<file path="config.mk">
export PLATFORM = sky130hd
export DESIGN_NAME = oc_fault_monitor
export DESIGN_NICKNAME = d
export VERILOG_FILES = /design/src/rtl/oc_fault_pkg.sv /design/src/rtl/oc_level_reg.sv /design/src/rtl/oc_level_table.sv /design/src/rtl/oc_cmp_stage.sv /design/src/rtl/oc_sticky_flag.sv /design/src/rtl/oc_fault_monitor.sv
export SDC_FILE = /design/constraint.sdc
export NUM_CORES = 1
export LEC_CHECK = 0
export ABC_CLOCK_PERIOD_IN_PS = 2700
export CORE_MARGIN = 4
export CORE_UTILIZATION = 45
export CTS_BUF_LIST = sky130_fd_sc_hd__clkbuf_4 sky130_fd_sc_hd__clkbuf_8
export CTS_CLUSTER_SIZE = 40
export DETAILED_ROUTE_END_ITERATION = 7
export PLACE_DENSITY_LB_ADDON = 0.08
export SYNTH_ARGS = -nofsm -noshare
export SYNTH_HDL_FRONTEND = slang
export SYNTH_SLANG_ARGS = --single-unit
</file>
<file path="constraint.sdc">
create_clock -name clk -period 2.7 [get_ports clk]
set_clock_uncertainty 0.1 [all_clocks]
set_input_delay 0.405 -clock clk [delete_from_list [all_inputs] [get_ports clk]]
set_output_delay 0.405 -clock clk [all_outputs]
set_load 0.02 [all_outputs]
</file>
<file path="src/rtl/oc_fault_pkg.sv">
package oc_fault_pkg;

  // trip percentage of full scale for each level code
  function automatic int unsigned level_pct(input int unsigned code);
    case (code)
      0:       return 50;
      1:       return 56;
      2:       return 63;
      3:       return 69;
      4:       return 76;
      5:       return 82;
      6:       return 88;
      7:       return 95;
      8:       return 101;
      9:       return 108;
      10:      return 114;
      11:      return 120;
      12:      return 127;
      13:      return 133;
      14:      return 140;
      default: return 146;
    endcase
  endfunction

  // rounded code value for a percentage of full scale
  function automatic int unsigned pct_to_code(input int unsigned pct,
                                              input int unsigned fs);
    return (pct * fs + 50) / 100;
  endfunction

endpackage

</file>
<file path="src/rtl/oc_level_reg.sv">
module oc_level_reg #(
  parameter int CODE_W = 4
) (
  input  logic              clk,
  input  logic              rst,
  input  logic              we,
  input  logic [CODE_W-1:0] din,
  output logic [CODE_W-1:0] level_q
);

  always_ff @(posedge clk) begin
    if (rst)     level_q <= '0;
    else if (we) level_q <= din;
  end

  // level only moves on a write strobe
  p_level_hold_r7: assert property (@(posedge clk) disable iff (rst)
    !we |=> $stable(level_q));

endmodule

</file>
<file path="src/rtl/oc_level_table.sv">
module oc_level_table
  import oc_fault_pkg::*;
#(
  parameter int CODE_W   = 4,
  parameter int SAMPLE_W = 10,
  parameter int FS_CODE  = 511
) (
  input  logic [CODE_W-1:0]   code,
  output logic [SAMPLE_W-1:0] thr
);

  localparam int NLVL = 1 << CODE_W;

  logic [SAMPLE_W-1:0] tbl [NLVL];

  for (genvar i = 0; i < NLVL; i++) begin : g_lvl
    localparam int unsigned TV = pct_to_code(level_pct(i), FS_CODE);
    assign tbl[i] = SAMPLE_W'(TV);
  end

  assign thr = tbl[code];

endmodule

</file>
<file path="src/rtl/oc_cmp_stage.sv">
module oc_cmp_stage #(
  parameter int SAMPLE_W = 10
) (
  input  logic                clk,
  input  logic                rst,
  input  logic                valid,
  input  logic [SAMPLE_W-1:0] sample,
  input  logic [SAMPLE_W-1:0] thr,
  output logic                over_raw,
  output logic                oc_now,
  output logic                fault_n
);

  assign over_raw = sample > thr;

  always_ff @(posedge clk) begin
    if (rst) begin
      oc_now  <= 1'b0;
      fault_n <= 1'b1;
    end else if (valid) begin
      oc_now  <= over_raw;
      fault_n <= ~over_raw;
    end
  end

  // no sample, no change
  p_hold_r9: assert property (@(posedge clk) disable iff (rst)
    !valid |=> $stable(oc_now) && $stable(fault_n));

  // pin is the inverse of the status
  p_pin_inverse_r3: assert property (@(posedge clk) disable iff (rst)
    oc_now != fault_n);

endmodule

</file>
<file path="src/rtl/oc_sticky_flag.sv">
module oc_sticky_flag (
  input  logic clk,
  input  logic rst,
  input  logic set_evt,
  input  logic clr_ok,
  output logic flag
);

  always_ff @(posedge clk) begin
    if (rst)          flag <= 1'b0;
    else if (set_evt) flag <= 1'b1;
    else if (clr_ok)  flag <= 1'b0;
  end

  // a set and a clear on one edge leave the flag set
  p_set_wins_r6: assert property (@(posedge clk) disable iff (rst)
    set_evt |=> flag);

endmodule

</file>
<file path="src/rtl/oc_fault_monitor.sv">
module oc_fault_monitor #(
  parameter int SAMPLE_W = 10,
  parameter int CODE_W   = 4,
  parameter int FS_CODE  = 511
) (
  input  logic                clk,
  input  logic                rst,
  input  logic                smp_valid,
  input  logic [SAMPLE_W-1:0] smp_code,
  input  logic                lvl_we,
  input  logic [CODE_W-1:0]   lvl_code,
  input  logic                clr_req,
  output logic                oc_now,
  output logic                oc_latched,
  output logic                fault_n
);

  logic [CODE_W-1:0]   level_q;
  logic [SAMPLE_W-1:0] thr;
  logic                over_raw;
  logic                below;
  logic                set_evt;
  logic                clr_ok;

  oc_level_reg #(.CODE_W(CODE_W)) u_lvl (
    .clk(clk), .rst(rst), .we(lvl_we), .din(lvl_code), .level_q(level_q)
  );

  oc_level_table #(.CODE_W(CODE_W), .SAMPLE_W(SAMPLE_W), .FS_CODE(FS_CODE)) u_tbl (
    .code(level_q), .thr(thr)
  );

  oc_cmp_stage #(.SAMPLE_W(SAMPLE_W)) u_cmp (
    .clk(clk), .rst(rst), .valid(smp_valid), .sample(smp_code), .thr(thr),
    .over_raw(over_raw), .oc_now(oc_now), .fault_n(fault_n)
  );

  // the freshest verdict on the current decides a clear
  assign below   = smp_valid ? ~over_raw : ~oc_now;
  assign set_evt = smp_valid & over_raw;
  assign clr_ok  = clr_req & below;

  oc_sticky_flag u_lat (
    .clk(clk), .rst(rst), .set_evt(set_evt), .clr_ok(clr_ok), .flag(oc_latched)
  );

  // a live fault always shows in the sticky bit
  p_now_implies_latched_r4: assert property (@(posedge clk) disable iff (rst)
    oc_now |-> oc_latched);

  // the sticky bit only drops after a clear request
  p_clear_needs_req_r5: assert property (@(posedge clk) disable iff (rst)
    $fell(oc_latched) |-> $past(clr_req));

  // the sticky bit never drops while the fault is live
  p_no_clear_in_fault_r6: assert property (@(posedge clk) disable iff (rst)
    $fell(oc_latched) |-> !oc_now);

endmodule

</file>
[Word-level counts from Yosys, hierarchy flattened]
Memories as Yosys holds them, arrays and structs flattened.
Index checks and enable logic that the tools add are counted.
Operators by class
  $lt $le $gt $ge: 2
  mux-type cells: 5
  bitwise gates (word level): 5
  reduce and logical (&&, ||, !) cells: 1
Operators with widths (number)
  10-bit two-way mux: 2
  10-bit > comparator: 1
  5-bit >= comparator, second input constant: 1
  4-bit NOT with 5-bit output: 1
  1-bit two-way mux: 3
  1-bit AND: 2
  1-bit NOT: 2
  2-bit nonzero test: 1
Word-level totals
  bits in registers: 7
  memory bits (read-only): 160
  bits of input ports: 19
  output and inout bits: 3
  word-level logic and storage cells: 18
  memories kept: 1
Memories
  (name not given): depth 16, bits a word 10, rd ports 1, clocked after memory_dff 0, write ports 0, RTL line oc_level_table.sv:21  | assign thr = tbl[code];

[Logic depth before layout (Yosys ltp)]
  word-level depth: 10
  gate-level depth with buffers: 11
  gate-level depth less buffers: 11

[Modules after synthesis]
Synthesis repeated with hierarchy kept, for this count alone.
Second synthesis, totals
  cell total of the unflattened synthesis: 86
  area total of the unflattened synthesis: 755.7 µm²
By module, submodules not included
  oc_cmp_stage: instances 1, cells an instance 43, area each 340.3 µm², seq. area each 40.0 µm²
  oc_level_table: instances 1, cells an instance 23, area each 209.0 µm², seq. area each 0.0 µm²
  oc_level_reg: instances 1, cells an instance 13, area each 140.1 µm², seq. area each 80.1 µm²
  oc_sticky_flag: instances 1, cells an instance 4, area each 38.8 µm², seq. area each 20.0 µm²
  oc_fault_monitor: instances 1, cells an instance 3, area each 27.5 µm², seq. area each 0.0 µm²

[Worst setup path before layout]
No wires, ideal clock.
  path type: reg2reg
  start point: register u_lvl.level_q[0]
  end point: register u_cmp.fault_n
  library setup time: 0.122 ns
  data arrival time: 1.912 ns
  data required time: 2.478 ns
  path slack: 0.566 ns
  stages on the path, launching flop included: 9
  buffers on the path: 0
  clock period less this slack: 2.134 ns
  cells stage by stage: dfxtp_1 > inv_1 > ha_1 > mux2_2 > ha_1 > nand2b_1 > a211oi_1 > a2111oi_4 > o32a_1
On the way
  cells in the longest elaborated chain, start to end: 6
Ends and longest elaborated chain
  start, declared: RTL line oc_level_reg.sv:8  | output logic [CODE_W-1:0] level_q
  start signal, assigned: RTL line oc_level_reg.sv:13  | else if (we) level_q <= din;
  4-bit NOT with 5-bit output (implied by the code): RTL line oc_level_table.sv:21
  memory read 16 x 10 bit
  10-bit two-way mux (implied by the code) (2 in a row): RTL line oc_level_table.sv:21
  10-bit > comparator: RTL line oc_cmp_stage.sv:14  | assign over_raw = sample > thr;
  1-bit NOT: RTL line oc_cmp_stage.sv:22  | fault_n <= ~over_raw;
  end signal, assigned: RTL line oc_cmp_stage.sv:22
  end, declared: RTL line oc_cmp_stage.sv:11  | output logic fault_n
No other way between the ends. The select of a mux whose other input is x is not followed.
A chain may end at the register's enable or synchronous reset.

[Worst setup path after layout]
  start point: register u_lvl.level_q[0]
  end point: register u_cmp.oc_now
On the way
  cells in the longest elaborated chain, start to end: 5
Ends and longest elaborated chain
  4-bit NOT with 5-bit output (implied by the code): RTL line oc_level_table.sv:21
  memory read 16 x 10 bit
  10-bit two-way mux (implied by the code) (2 in a row): RTL line oc_level_table.sv:21
  10-bit > comparator: RTL line oc_cmp_stage.sv:14
  end signal, assigned: RTL line oc_cmp_stage.sv:21  | oc_now <= over_raw;
  end, declared: RTL line oc_cmp_stage.sv:10  | output logic oc_now,
No other way between the ends. The select of a mux whose other input is x is not followed.

==> flow_summary.json <==
{
  "status": "finished clean",
  "ir_drop_uv": 411,
  "drc": 0,
  "regArea_um2": 140,
  "setup.worst_path.end_class": "flop",
  "ys_seq_elements": 7,
  "min_to": "u_lat.flag",
  "wl_um": 1470,
  "rrSetupSlack_ns": 0.34,
  "dpl.cell_count": 109,
  "cts.path.max_buffers": 2,
  "rsz0062_at_grt": "no",
  "pre_cts_slack_ns": 0.354,
  "worst_pin_slew_ns": 0.467,
  "syn_inst": 76,
  "total_power_mw": 0.346,
  "synth_edf_count": 0,
  "antenna_found_initial": 0,
  "synth.distinct_cells": 24,
  "first_iter_violations": 8,
  "insertion_delay_ns": 0.25,
  "worstPathArrival_ns": 2.37,
  "min_from": "u_lat.flag",
  "dp_hpwl_um": 1230,
  "final_max_slew_viol_count": 0,
  "min_period_over_period": 0.876,
  "p_per_area_nw_per_um2": 385,
  "coreArea_um2": 1330,
  "ys_async_sr_fraction": 0,
  "antenna_cells": 0,
  "p_leak_nw": 0.383,
  "track_usage": 0.160,
  "relSlewSlack": 0.684,
  "cts.htree.levels": 1,
  "cts_buffers": 3,
  "drive_gt1_frac": 0.0714,
  "initial_core_util": 0.490,
  "yosysTopAreaCell": "ha_1",
  "die_w_um": 46.1,
  "die_area_um2": 2120,
  "drv_cap": 0,
  "postCtsHoldBufs": 0,
  "synth-seq-area-share": 0.215,
  "r2r_start": "u_lvl.level_q[0]",
  "finalCriticalPeriod_ns": 2.36,
  "setup_viol": 0,
  "rows": 13,
  "critPathLaunchType": "flop",
  "setup-tns-final_ns": 0,
  "required_ns": 2.71,
  "crit_path_max_fanout": 7,
  "cts_resized": 0,
  "grt_max_degree": 11,
  "max_freq_mhz": 423,
  "drt-vias-per-instance": 5.35,
  "syn_to_final_growth_pct": 37.7,
  "place.gp.congestion": 0.857,
  "worst_slack_ns": 0.335,
  "overflow": 0,
  "cts.sinks": 7,
  "ios": 22,
  "io_buffers": 21,
  "synth_area_leaders": "ha_1, dfxtp_1, mux2i_1",
  "grt_pass1_wl_um": 2420,
  "netlist.area_leader.share": 0.268,
  "rr_endpoint": "u_cmp.oc_now",
  "ys_warn_count": 0,
  "num-fill-cells": 118,
  "synth.avg_cell_area_um2": 8.59,
  "crit_type": "reg2reg",
  "die_h_um": 46.1,
  "multiInputGateArea_um2": 470,
  "whs_path_depth": 2,
  "grt_pass1_vias": 593,
  "vias": 605,
  "synth-main-ff-cell": "dfxtp_1",
  "reg2regPathDepth": 9,
  "cts_tree": "done",
  "wl_per_cell_um": 13.0,
  "holdWs_ns": 0.376,
  "antenna_left": 0,
  "path_clk_slew_ns": 0.05,
  "synth_nets": 109,
  "synth_area_um2": 653,
  "drtPass1Iterations": 5,
  "fin_nets": 132,
  "hp-class": "reg2reg",
  "postCtsSetupBuffers": 0,
  "fin_cells": 113,
  "root_buffer": "clkbuf_4",
  "final-hold-violation-count": 0
}
-- area by class of cell --
class	count	area share
sequential	7	0.156
inverter	8	0.0334
clock buffer	4	0.0334
timing repair buffer	21	0.234
tap	15	0.0209
multi-input combinational	58	0.523
-- sequential cells by signal, indices dropped and copies added (netlist names) --
name and count:
u_cmp.oc_now 1, u_lat.flag 1, u_cmp.fault_n 1, u_lvl.level_q 4
-- metrics by stage --
stage	utilization	area, um2
global placement	0.652	870
global route	0.674	900
finish	0.674	900
CTS	0.674	900
floorplan	-	653
detailed placement	0.652	870
-- per-layer routing --
| layer | routed length [um] | share of wire | track usage |
|---|---|---|---|
| met2 | 741 | 0.50 | 0.269 |
| met1 | 648 | 0.44 | 0.192 |
| met5 | 0 | 0 | 0 |
| met3 | 81 | 0.055 | 0.0586 |
| met4 | 0 | 0 | 0.0341 |
-- cell usage in the layout (no fill, tap or decap) --
cell type and count:
clkdlybuf4s50_1 21, ha_1 14, inv_1 8, nor2_1 8
dfxtp_1 7, a21oi_1 6, mux2i_1 6, nand2_1 5
clkbuf_4 4, o21ai_0 3, nand4_1 2, o21ai_1 2
and3_1 1, nor2b_1 1, mux2_2 1, o311ai_1 1
and4_1 1, a211oi_2 1, nand2b_1 1, a211oi_1 1
a2111oi_4 1, nand3_1 1, o32a_1 1, o32ai_1 1
-- critical path, cell delays in order (launching register included) --
cell and delay (ns):
dfxtp_1 0.46, inv_1 0.08, ha_1 0.31, a21oi_1 0.07, nor2_1 0.09, a21oi_1 0.05
ha_1 0.29, nand4_1 0.12, o311ai_1 0.48, o32ai_1 0.16
-- cell usage after synthesis (2+ instances only) --
master and number:
mux2i_1 6, dfxtp_1 7, o21ai_1 2, a21oi_1 6, nand2_1 5, o21ai_0 3
nand4_1 2, nor2_1 8, inv_1 8, ha_1 14, clkbuf_1 2
-- worst max-delay path by stage --
stage	start	end	slack (ns)	cells past startpoint
6_report	u_lvl.level_q[0]	u_cmp.oc_now	0.34	9
5_1_grt	u_lvl.level_q[0]	u_cmp.oc_now	0.11	9
4_1_cts	u_lvl.level_q[0]	u_cmp.oc_now	0.35	10
3_5_place_dp	u_lvl.level_q[1]	u_cmp.oc_now	0.35	9
3_3_place_gp	u_lvl.level_q[0]	u_cmp.oc_now	0.42	9
2_1_floorplan	u_lvl.level_q[0]	u_cmp.fault_n	0.57	8
-- kinds of logic (layout without fill, tap and decap cells) --
family                     count (synthesis)  count (layout)  synth area share
muxes                                      7               7             0.109
AOI/OAI and AO/OA                         17              17             0.199
and+or+nand+nor                           20              20             0.144
DFF                                        7               7             0.215
adders and majority gates                 14              14             0.268
buffers and inverters                     11              33            0.0651
-- where the power goes --
group,internal [mW],switching [mW]
logic,0.0663,0.0536
registers,0.111,0.00940
clock network,0.0665,0.0393
total,0.244,0.102
No activity file was read; power rests on OpenSTA's default activity.
